==> config.mk <==
export PLATFORM = sky130hd
export DESIGN_NAME = icache_ctl
export DESIGN_NICKNAME = d
export VERILOG_FILES = /design/src/rtl/icc_pkg.sv /design/src/rtl/icc_seq.sv /design/src/rtl/icc_flags.sv /design/src/rtl/icache_ctl.sv
export SDC_FILE = /design/constraint.sdc
export NUM_CORES = 1
export LEC_CHECK = 0
export ABC_AREA = 1
export BUFFER_PORTS_ARGS = -buffer_cell sky130_fd_sc_hd__buf_2
export CORE_ASPECT_RATIO = 1.2
export CORE_MARGIN = 3
export CORE_UTILIZATION = 39
export DETAILED_ROUTE_END_ITERATION = 8
export GPL_ROUTABILITY_DRIVEN = 1
export GPL_TIMING_DRIVEN = 0
export PLACE_DENSITY = 0.89
export SLEW_MARGIN = 5
export SYNTH_ARGS = -nofsm -noshare
export SYNTH_HDL_FRONTEND = slang
export SYNTH_SLANG_ARGS = --single-unit
==> constraint.sdc <==
create_clock -name clk -period 2.9 [get_ports clk]
set_clock_uncertainty 0.2 [all_clocks]
set_input_delay 0.145 -clock clk [delete_from_list [all_inputs] [get_ports clk]]
set_output_delay 0.145 -clock clk [all_outputs]
set_load 0.03 [all_outputs]
==> src/rtl/icc_pkg.sv <==
package icc_pkg;

    typedef enum logic [1:0] {
        S_IDLE,
        S_INVAL,
        S_DISABLE
    } seq_state_t;

    localparam logic [1:0] REG_CTRL = 2'd0;
    localparam logic [1:0] REG_STAT = 2'd1;
    localparam logic [1:0] REG_IEN  = 2'd2;
    localparam logic [1:0] REG_FCLR = 2'd3;

    localparam int CB_EN   = 0;
    localparam int CB_INV  = 1;
    localparam int CB_WAY  = 2;
    localparam int SB_BUSY = 0;
    localparam int SB_BEND = 1;
    localparam int SB_ERR  = 2;

    localparam int NSRC = 2;

endpackage

==> src/rtl/icc_seq.sv <==
module icc_seq
    import icc_pkg::*;
#(
    parameter int LINES  = 16,
    parameter int LINE_W = (LINES > 1) ? $clog2(LINES) : 1
) (
    input  logic              clk,
    input  logic              rst_n,
    input  logic              start_inv,
    input  logic              start_dis,
    output logic              busy,
    output logic              inv_active,
    output logic              line_clr,
    output logic [LINE_W-1:0] line_idx,
    output logic              done
);

    localparam logic [LINE_W-1:0] LAST = LINE_W'(LINES - 1);

    seq_state_t        state_q, state_d;
    logic [LINE_W-1:0] cnt_q;
    logic              at_last;

    assign at_last = (cnt_q == LAST);

    always_ff @(posedge clk or negedge rst_n) begin
        if (!rst_n) state_q <= S_IDLE;
        else        state_q <= state_d;
    end

    always_ff @(posedge clk or negedge rst_n) begin
        if (!rst_n)                cnt_q <= '0;
        else if (state_q == S_IDLE) cnt_q <= '0;
        else                       cnt_q <= cnt_q + 1'b1;
    end

    always_comb begin
        state_d = state_q;
        unique case (state_q)
            S_IDLE: begin
                if (start_dis)      state_d = S_DISABLE;
                else if (start_inv) state_d = S_INVAL;
            end
            S_INVAL:   if (at_last) state_d = S_IDLE;
            S_DISABLE: if (at_last) state_d = S_IDLE;
            default:   state_d = S_IDLE;
        endcase
    end

    always_comb begin
        busy       = 1'b0;
        inv_active = 1'b0;
        done       = 1'b0;
        unique case (state_q)
            S_IDLE: ;
            S_INVAL: begin
                busy       = 1'b1;
                inv_active = 1'b1;
                done       = at_last;
            end
            S_DISABLE: begin
                busy = 1'b1;
                done = at_last;
            end
            default: ;
        endcase
        line_clr = busy;
        line_idx = cnt_q;
    end

endmodule

==> src/rtl/icc_flags.sv <==
module icc_flags
    import icc_pkg::*;
(
    input  logic            clk,
    input  logic            rst_n,
    input  logic [NSRC-1:0] set_i,
    input  logic [NSRC-1:0] clr_i,
    input  logic [NSRC-1:0] ien_i,
    output logic [NSRC-1:0] flag_o,
    output logic            irq
);

    for (genvar g = 0; g < NSRC; g++) begin : g_flag
        always_ff @(posedge clk or negedge rst_n) begin
            if (!rst_n)        flag_o[g] <= 1'b0;
            else if (set_i[g]) flag_o[g] <= 1'b1;
            else if (clr_i[g]) flag_o[g] <= 1'b0;
        end
    end

    assign irq = |(flag_o & ien_i);

endmodule

==> src/rtl/icache_ctl.sv <==
module icache_ctl
    import icc_pkg::*;
#(
    parameter int LINES  = 16,
    parameter int DATA_W = 32,
    parameter int LINE_W = (LINES > 1) ? $clog2(LINES) : 1
) (
    input  logic              clk,
    input  logic              rst_n,
    input  logic              bus_sel,
    input  logic              bus_wr,
    input  logic [1:0]        bus_addr,
    input  logic [DATA_W-1:0] bus_wdata,
    output logic [DATA_W-1:0] bus_rdata,
    input  logic              err_pulse,
    output logic              irq,
    output logic              line_clr,
    output logic [LINE_W-1:0] line_idx
);

    localparam int LW = LINE_W;

    logic en_q, way_q;
    logic [NSRC-1:0] ien_q;
    logic [NSRC-1:0] flags;
    logic busy, inv_active, done;
    logic wr_ctrl, wr_ien, wr_fclr;
    logic start_inv, start_dis;
    logic unused_wdata;

    assign unused_wdata = ^bus_wdata[DATA_W-1:3] ^ bus_wdata[0];

    assign wr_ctrl = bus_sel && bus_wr && (bus_addr == REG_CTRL);
    assign wr_ien  = bus_sel && bus_wr && (bus_addr == REG_IEN);
    assign wr_fclr = bus_sel && bus_wr && (bus_addr == REG_FCLR);

    assign start_dis = wr_ctrl && !busy && en_q && !bus_wdata[CB_EN];
    assign start_inv = wr_ctrl && !busy && bus_wdata[CB_INV];

    always_ff @(posedge clk or negedge rst_n) begin
        if (!rst_n) begin
            en_q  <= 1'b0;
            way_q <= 1'b1;
            ien_q <= '0;
        end else begin
            if (wr_ctrl) begin
                en_q <= busy ? (en_q & bus_wdata[CB_EN]) : bus_wdata[CB_EN];
                if (!en_q) way_q <= bus_wdata[CB_WAY];
            end
            if (wr_ien) ien_q <= bus_wdata[SB_ERR:SB_BEND];
        end
    end

    icc_seq #(.LINES(LINES), .LINE_W(LINE_W)) u_seq (
        .clk        (clk),
        .rst_n      (rst_n),
        .start_inv  (start_inv),
        .start_dis  (start_dis),
        .busy       (busy),
        .inv_active (inv_active),
        .line_clr   (line_clr),
        .line_idx   (line_idx),
        .done       (done)
    );

    icc_flags u_flags (
        .clk    (clk),
        .rst_n  (rst_n),
        .set_i  ({err_pulse, done}),
        .clr_i  (wr_fclr ? bus_wdata[SB_ERR:SB_BEND] : 2'b00),
        .ien_i  (ien_q),
        .flag_o (flags),
        .irq    (irq)
    );

    always_comb begin
        bus_rdata = '0;
        unique case (bus_addr)
            REG_CTRL: begin
                bus_rdata[CB_EN]  = en_q;
                bus_rdata[CB_INV] = inv_active;
                bus_rdata[CB_WAY] = way_q;
            end
            REG_STAT: begin
                bus_rdata[SB_BUSY]        = busy;
                bus_rdata[SB_ERR:SB_BEND] = flags;
            end
            REG_IEN:  bus_rdata[SB_ERR:SB_BEND] = ien_q;
            REG_FCLR: ;
            default:  ;
        endcase
    end

endmodule

==> run metrics, run 1 <==
Die ar. 2790 um^2; post-detail-place hpwl 1.42 mm; CP Class reg -> out; VDD IR max 0.000489 V; Worst setup SP type register; Tot Pwr 733 uW; Initial Utilization 0.437; synthesized flop and latch total 12; Min Clock Period, post-route 1.86 ns; clk buf depth 2; crit-path cells inv_1 > ha_1 > inv_1 > o22ai_1 > buf_2; residual DRC count 0; fmax 0.538 GHz; CTS H-Tree Depth 1; unique cell type count in the Yosys netlist 21; Final Max Slew Viols 0; area of the core 1960 um^2; design area 1170 um^2; final worst setup slack 1.04 ns; period utilization 0.641; Clock Sink Count 12; postcts setup bufs 0; Setup TNS 0 ns; CP max stage delay 0.38 ns; CP endpoint kind output pin; Worst Path Max Fanout 4; vias in the first global route 682; row cnt 17; hold depth 4; clk slew on worst S/H paths 0.07 ns; Seq/Total Area, Yosys 0.353; most used cell, CP inv_1; Post-Synthesis Cell Area 855 um^2; area of the multi-input gates 392 um^2; Worst path slowest cell dfrtp_1; Synth top area share 0.322; # fillers 195; dpl cell area 1080 um^2; CTS buffer count 3; Hold Path End way_q$_DFFE_PN1P_; Avg Inst Size Synth 7.84 um^2; number of iterations in the first detailed-routing pass 4; width of the die 48.7 um; ranking of synthesized cells by area dfrtp_1 32%, buf_4 25%, nand2_1 7.9%; n_diodes 0; initial drt markers 11; initial antenna violation count 0; routed length per instance 8.66 um; DR vias/cell 3.84; Synth Instances 109; post-synth top area cell dfrtp_1; R2R setup slack 1.29 ns; Cell Count, Final, Fillers Out 192; routed via count 737; I/O pin cnt 77; # nets final 207; pin count of the biggest net entering global routing 13; reg-to-reg critical path startpoint u_seq.state_q[0]$_DFFE_PN0P_; GRT Total Usage 0.126; pre-CTS setup slack 1.29 ns; share of layout cells above drive strength 1 0.323; max-cap violations 0; worst hold path type in -> reg; I/O Buffers 18; status finished clean; Final setup viols 0; first-pass GRT wire length 2.84 mm; yosys warns 0; R2R depth 8; Worst EP arrival 1.51 ns; Power Density 625 nW/um^2; CTS root buffer clkbuf_4; RSZ-0062 raised after global routing no; FF-to-FF End u_seq.state_q[1]$_DFFE_PN0P_; synthesis-to-finish area growth 37.0%; final hold violation count 0; Reg area 302 um^2; GPL Wtd Cong 0.798; antenna-violating nets left 0; die height 57.3 um; P_leak 0.690 nW; CTS tree built; worst-skew pair later-pin latency 0.27 ns; DRT Wirelength 1.66 mm; hold path startpoint bus_addr[1]; placed cell count 183; grt ovf 0; worst path required time 2.56 ns
-- state kept, by name, indices dropped and copies added (netlist names) --
name,cells
en_q,1
way_q,1
u_seq.state_q,2
ien_q,2
u_seq.line_idx,4
u_flags.flag_o,2
-- cell usage after synthesis --
cell	n
nand4_1	1
o31ai_1	1
nor3_1	1
ha_1	3
a21oi_1	3
o211ai_1	1
inv_1	13
a22o_1	1
conb_1	1
dfrtp_1	11
nor2_1	10
or2_1	1
buf_4	29
nand2_1	18
nor2_4	1
nor3b_1	1
nand3_1	6
o21ai_0	4
xor2_1	1
dfstp_2	1
o22ai_1	1
-- worst max-delay path, delay by kind of cell (launching register included) --
family,cells,cell delay (ns)
flops,1,0.38
compound gates,1,0.16
buf+inv,3,0.38
fa+ha+maj,1,0.34
-- timing repair --
action,in CTS,in global routing
gates resized for setup,0,0
hold endpoints to repair,19,0
hold buffers,5,0
-- kinds of logic after synthesis --
group | count (synthesis) | share of synthesized area
buffers and inverters | 42 | 0.312
xor gates and xnor gates | 1 | 0.0103
DFF | 12 | 0.353
and+or+nand+nor | 39 | 0.201
other | 1 | 0.00439
adders and majority gates | 3 | 0.0439
AOI/OAI and AO/OA | 11 | 0.0761
-- through the flow --
stage	util	hold WS, ns
6_report	0.598	0.0410
3_5_place_dp	0.554	-0.165
5_1_grt	0.598	0.0582
4_1_cts	0.598	0.0240
3_3_place_gp	0.554	-0.173
2_1_floorplan	-	-0.351
-- cells in the final DEF, fill, tap and decap left out, drive strengths merged, types with 4 or more instances in the layout --
| cell | n |
|---|---|
| clkbuf | 4 |
| dfrtp | 11 |
| conb | 29 |
| o21ai | 4 |
| nand3 | 6 |
| nor2 | 11 |
| nand2 | 18 |
| inv | 13 |
| dlygate4sd3 | 5 |
| buf | 47 |
-- final cells by class --
| type | instances | area share |
|---|---|---|
| Inverter | 13 | 0.0417 |
| Buffer | 29 | 0.186 |
| Clock buffer | 4 | 0.0310 |
| Sequential cell | 12 | 0.257 |
| Timing Repair Buffer | 23 | 0.120 |
| Multi-Input combinational cell | 83 | 0.334 |
| Tap cell | 28 | 0.0299 |
-- how the worst max path moves through the flow --
stage	startpoint	end
6_report	u_seq.state_q[0]$_DFFE_PN0P_	bus_rdata[0]
3_5_place_dp	u_seq.state_q[0]$_DFFE_PN0P_	u_seq.state_q[1]$_DFFE_PN0P_
3_3_place_gp	u_seq.state_q[0]$_DFFE_PN0P_	u_seq.state_q[1]$_DFFE_PN0P_
4_1_cts	u_seq.state_q[0]$_DFFE_PN0P_	bus_rdata[0]
5_1_grt	u_seq.state_q[0]$_DFFE_PN0P_	bus_rdata[0]
2_1_floorplan	u_seq.state_q[0]$_DFFE_PN0P_	bus_rdata[0]
-- routing by layer --
metal	share of wire	track usage	vias up
li1	-	-	393
met3	0.078	0.0261	2
met2	0.50	0.206	37
met4	0.0072	0.0610	0
met1	0.41	0.158	305
met5	0	0	-
-- power breakdown --
group	leakage (nW)	internal (mW)	total, mW	switching (mW)
clock	0.0210	0.0762	0.129	0.0527
sequential	0.150	0.209	0.233	0.0234
combinational	0.518	0.119	0.371	0.251
No activity file was read; power rests on OpenSTA's default activity.
==> run 2: changes to the inputs <==
- ABC_AREA: 1 -> 0
- CORE_UTILIZATION: 39 -> 33
- PLACE_DENSITY: 0.89 -> 0.81
- clock period: 2.9 -> 1.6 ns (I/O delays scaled with it)
==> run 2 against run 1 <==
The run now ends with negative setup slack left. First-iteration DRC count up 18%. Cell area up 8.1%. Sequential share of layout area down 1.9 points. Sequential cell count unchanged. Global-route usage down 2.1 points. Hold slack worse by 0.030 ns. Critical path depth unchanged. Non-clock buffer count up 5. Critical path type unchanged. Largest cell class unchanged. Highest routed layer unchanged.
==> run metrics, run 2 <==
Reg area 302 um^2; DRT Wirelength 1.73 mm; initial drt markers 13; Initial Utilization 0.362; Post-Synthesis Cell Area 868 um^2; I/O pin cnt 77; vias in the first global route 595; Min Clock Period, post-route 1.62 ns; Final setup viols 2; Worst setup SP type register; number of iterations in the first detailed-routing pass 4; final hold violation count 0; Worst EP arrival 1.34 ns; P_leak 0.678 nW; period utilization 1.01; worst hold path type in -> async; GRT Total Usage 0.105; Clock Sink Count 12; commonest non-fill, non-tap cell in the layout buf_4; Post-synth top cells 29 x buf_4, 11 x dfrtp_1, 7 x nor2_1, 4 x nand2_1; Seq/Total Area, Yosys 0.347; failing checks negative setup slack; status finished, violations left; Tot Pwr 1.39 mW; count leader, synth buf_4; post-synth top area cell dfrtp_1; worst path required time 1.32 ns; # fillers 208; CP Class reg -> out; n_diodes 0; share of layout cells above drive strength 1 0.450; ranking of synthesized cells by area dfrtp_1 32%, buf_4 25%, ha_1 4.3%; Cell Count, Final, Fillers Out 180; crit-path cells inv_2 > ha_4 > mux2i_2 > nor2_2 > buf_6; Largest register FFs 4; yosys warns 0; CTS buffer count 3; post-layout util 0.527; dpl cell area 1100 um^2; row cnt 19; commonest non-fill, non-tap cells in the layout 34 x buf_4, 29 x conb_1, 13 x buf_2, 11 x dfrtp_1; Setup TNS -0.0227 ns; initial antenna violation count 0; Die ar. 3290 um^2; EDFF count, synth 0; ys async rst share 1.00; synthesis-to-finish area growth 45.8%; CTS H-Tree Depth 1; VDD IR max 0.000832 V; grt ovf 0; area of the core 2400 um^2; pin count of the biggest net entering global routing 13; # nets final 192; first-pass GRT wire length 2.62 mm; Synth top area share 0.317; routed via count 713; clk buf depth 2; worst-skew pair later-pin latency 0.27 ns; Worst Path Max Fanout 4; Worst path slowest cell dfrtp_1; design area 1270 um^2; area of the multi-input gates 463 um^2; top_reg_cell synth dfrtp_1; final worst setup slack -0.0186 ns; RSZ-0062 raised after global routing yes; I/O Buffers 17; Avg Inst Size Synth 9.65 um^2; width of the die 52.8 um; Final Max Slew Viols 0; CP endpoint kind output pin; fmax 0.618 GHz; CP max stage delay 0.39 ns; CTS tree built; unique cell type count in the Yosys netlist 31; Power Density 1100 nW/um^2; antenna-violating nets left 0; GPL Wtd Cong 0.747; DR vias/cell 3.96; clk slew on worst S/H paths 0.07 ns; routed length per instance 9.60 um; Synth Instances 90; die height 62.2 um; max-cap violations 0; residual DRC count 0; CTS root buffer clkbuf_4; placed cell count 166; synthesized flop and latch total 12; WHS 0.0105 ns; pre-CTS setup slack 0.0553 ns; post-detail-place hpwl 1.35 mm
-- run 2: cell count changes in the layout (fill, tap and decap cells not counted), moves of 4 or more --
| cell | previous run | this run |
|---|---|---|
| buf_2 | 18 | 13 |
| buf_4 | 29 | 34 |
| buf_6 | 0 | 4 |
| inv_1 | 13 | 1 |
| nand2_1 | 18 | 4 |
| nand3_1 | 6 | 2 |
| nor2_1 | 10 | 6 |
-- run 2: logic make-up after synthesis --
family	count (synthesis)	synth area share
and+or+nand+nor	22	0.147
AOI/OAI and AO/OA	11	0.0879
adders and majority gates	3	0.0432
muxes	6	0.0735
buffers and inverters	33	0.277
other	1	0.00432
DFF	12	0.347
xor gates and xnor gates	2	0.0202
-- run 2: power breakdown --
part	leakage, nW	total, mW	internal (mW)	switching, mW
sequential	0.150	0.435	0.380	0.0547
combinational	0.513	0.769	0.345	0.424
clock	0.0150	0.190	0.0966	0.0937
total	0.678	1.39	0.822	0.572
-- run 2: routing by layer --
layer / vias up / track usage / wire length, um
li1: 368 / - / -
met1: 304 / 0.123 / 664
met2: 39 / 0.171 / 816
met3: 2 / 0.0215 / 221
met4: 0 / 0.0575 / 25
met5: - / 0 / 0
-- run 2: worst paths after layout --
| kind | startpoint | slack [ns] | cells after the start | end |
|---|---|---|---|---|
| min in group clk | bus_wr | 0.04 | 4 | en_q$_DFFE_PN0N_ |
| min reg2reg | u_seq.line_idx[0]$_DFF_PN0_ | 0.29 | 1 | u_seq.line_idx[0]$_DFF_PN0_ |
| max | u_seq.state_q[1]$_DFFE_PN0P_ | -0.02 | 5 | bus_rdata[0] |
| max in group asynchronous | rst_n | 0.91 | 2 | way_q$_DFFE_PN1P_ |
| max reg2reg | u_seq.state_q[1]$_DFFE_PN0P_ | 0.10 | 5 | u_seq.state_q[1]$_DFFE_PN0P_ |
| min | rst_n | 0.01 | 2 | u_seq.line_idx[3]$_DFF_PN0_ |
-- run 2: final cells by class --
class,instances,share of cell area
Inverter,3,0.00889
Buffer,30,0.181
Multi-Input combinational cell,73,0.366
Timing Repair Buffer,27,0.155
Sequential cell,12,0.238
Tap cell,31,0.0306
Clock buffer,4,0.0208
-- run 2: what timing repair did --
item,CTS,global route
gates cloned,0,0
hold endpoints to repair,19,0
hold buffers,6,0
resized for setup,11,4
buffers inserted,2,2
endpoints found under the setup margin,2,4
pin swaps,1,1
-- run 2: critical path: cells and delay by family (launching register included) --
| kind | cells | cell delay [ns] |
|---|---|---|
| flops | 1 | 0.39 |
| mux | 1 | 0.17 |
| fa+ha+maj | 1 | 0.21 |
| simple gates | 1 | 0.05 |
| buf+inv | 2 | 0.23 |
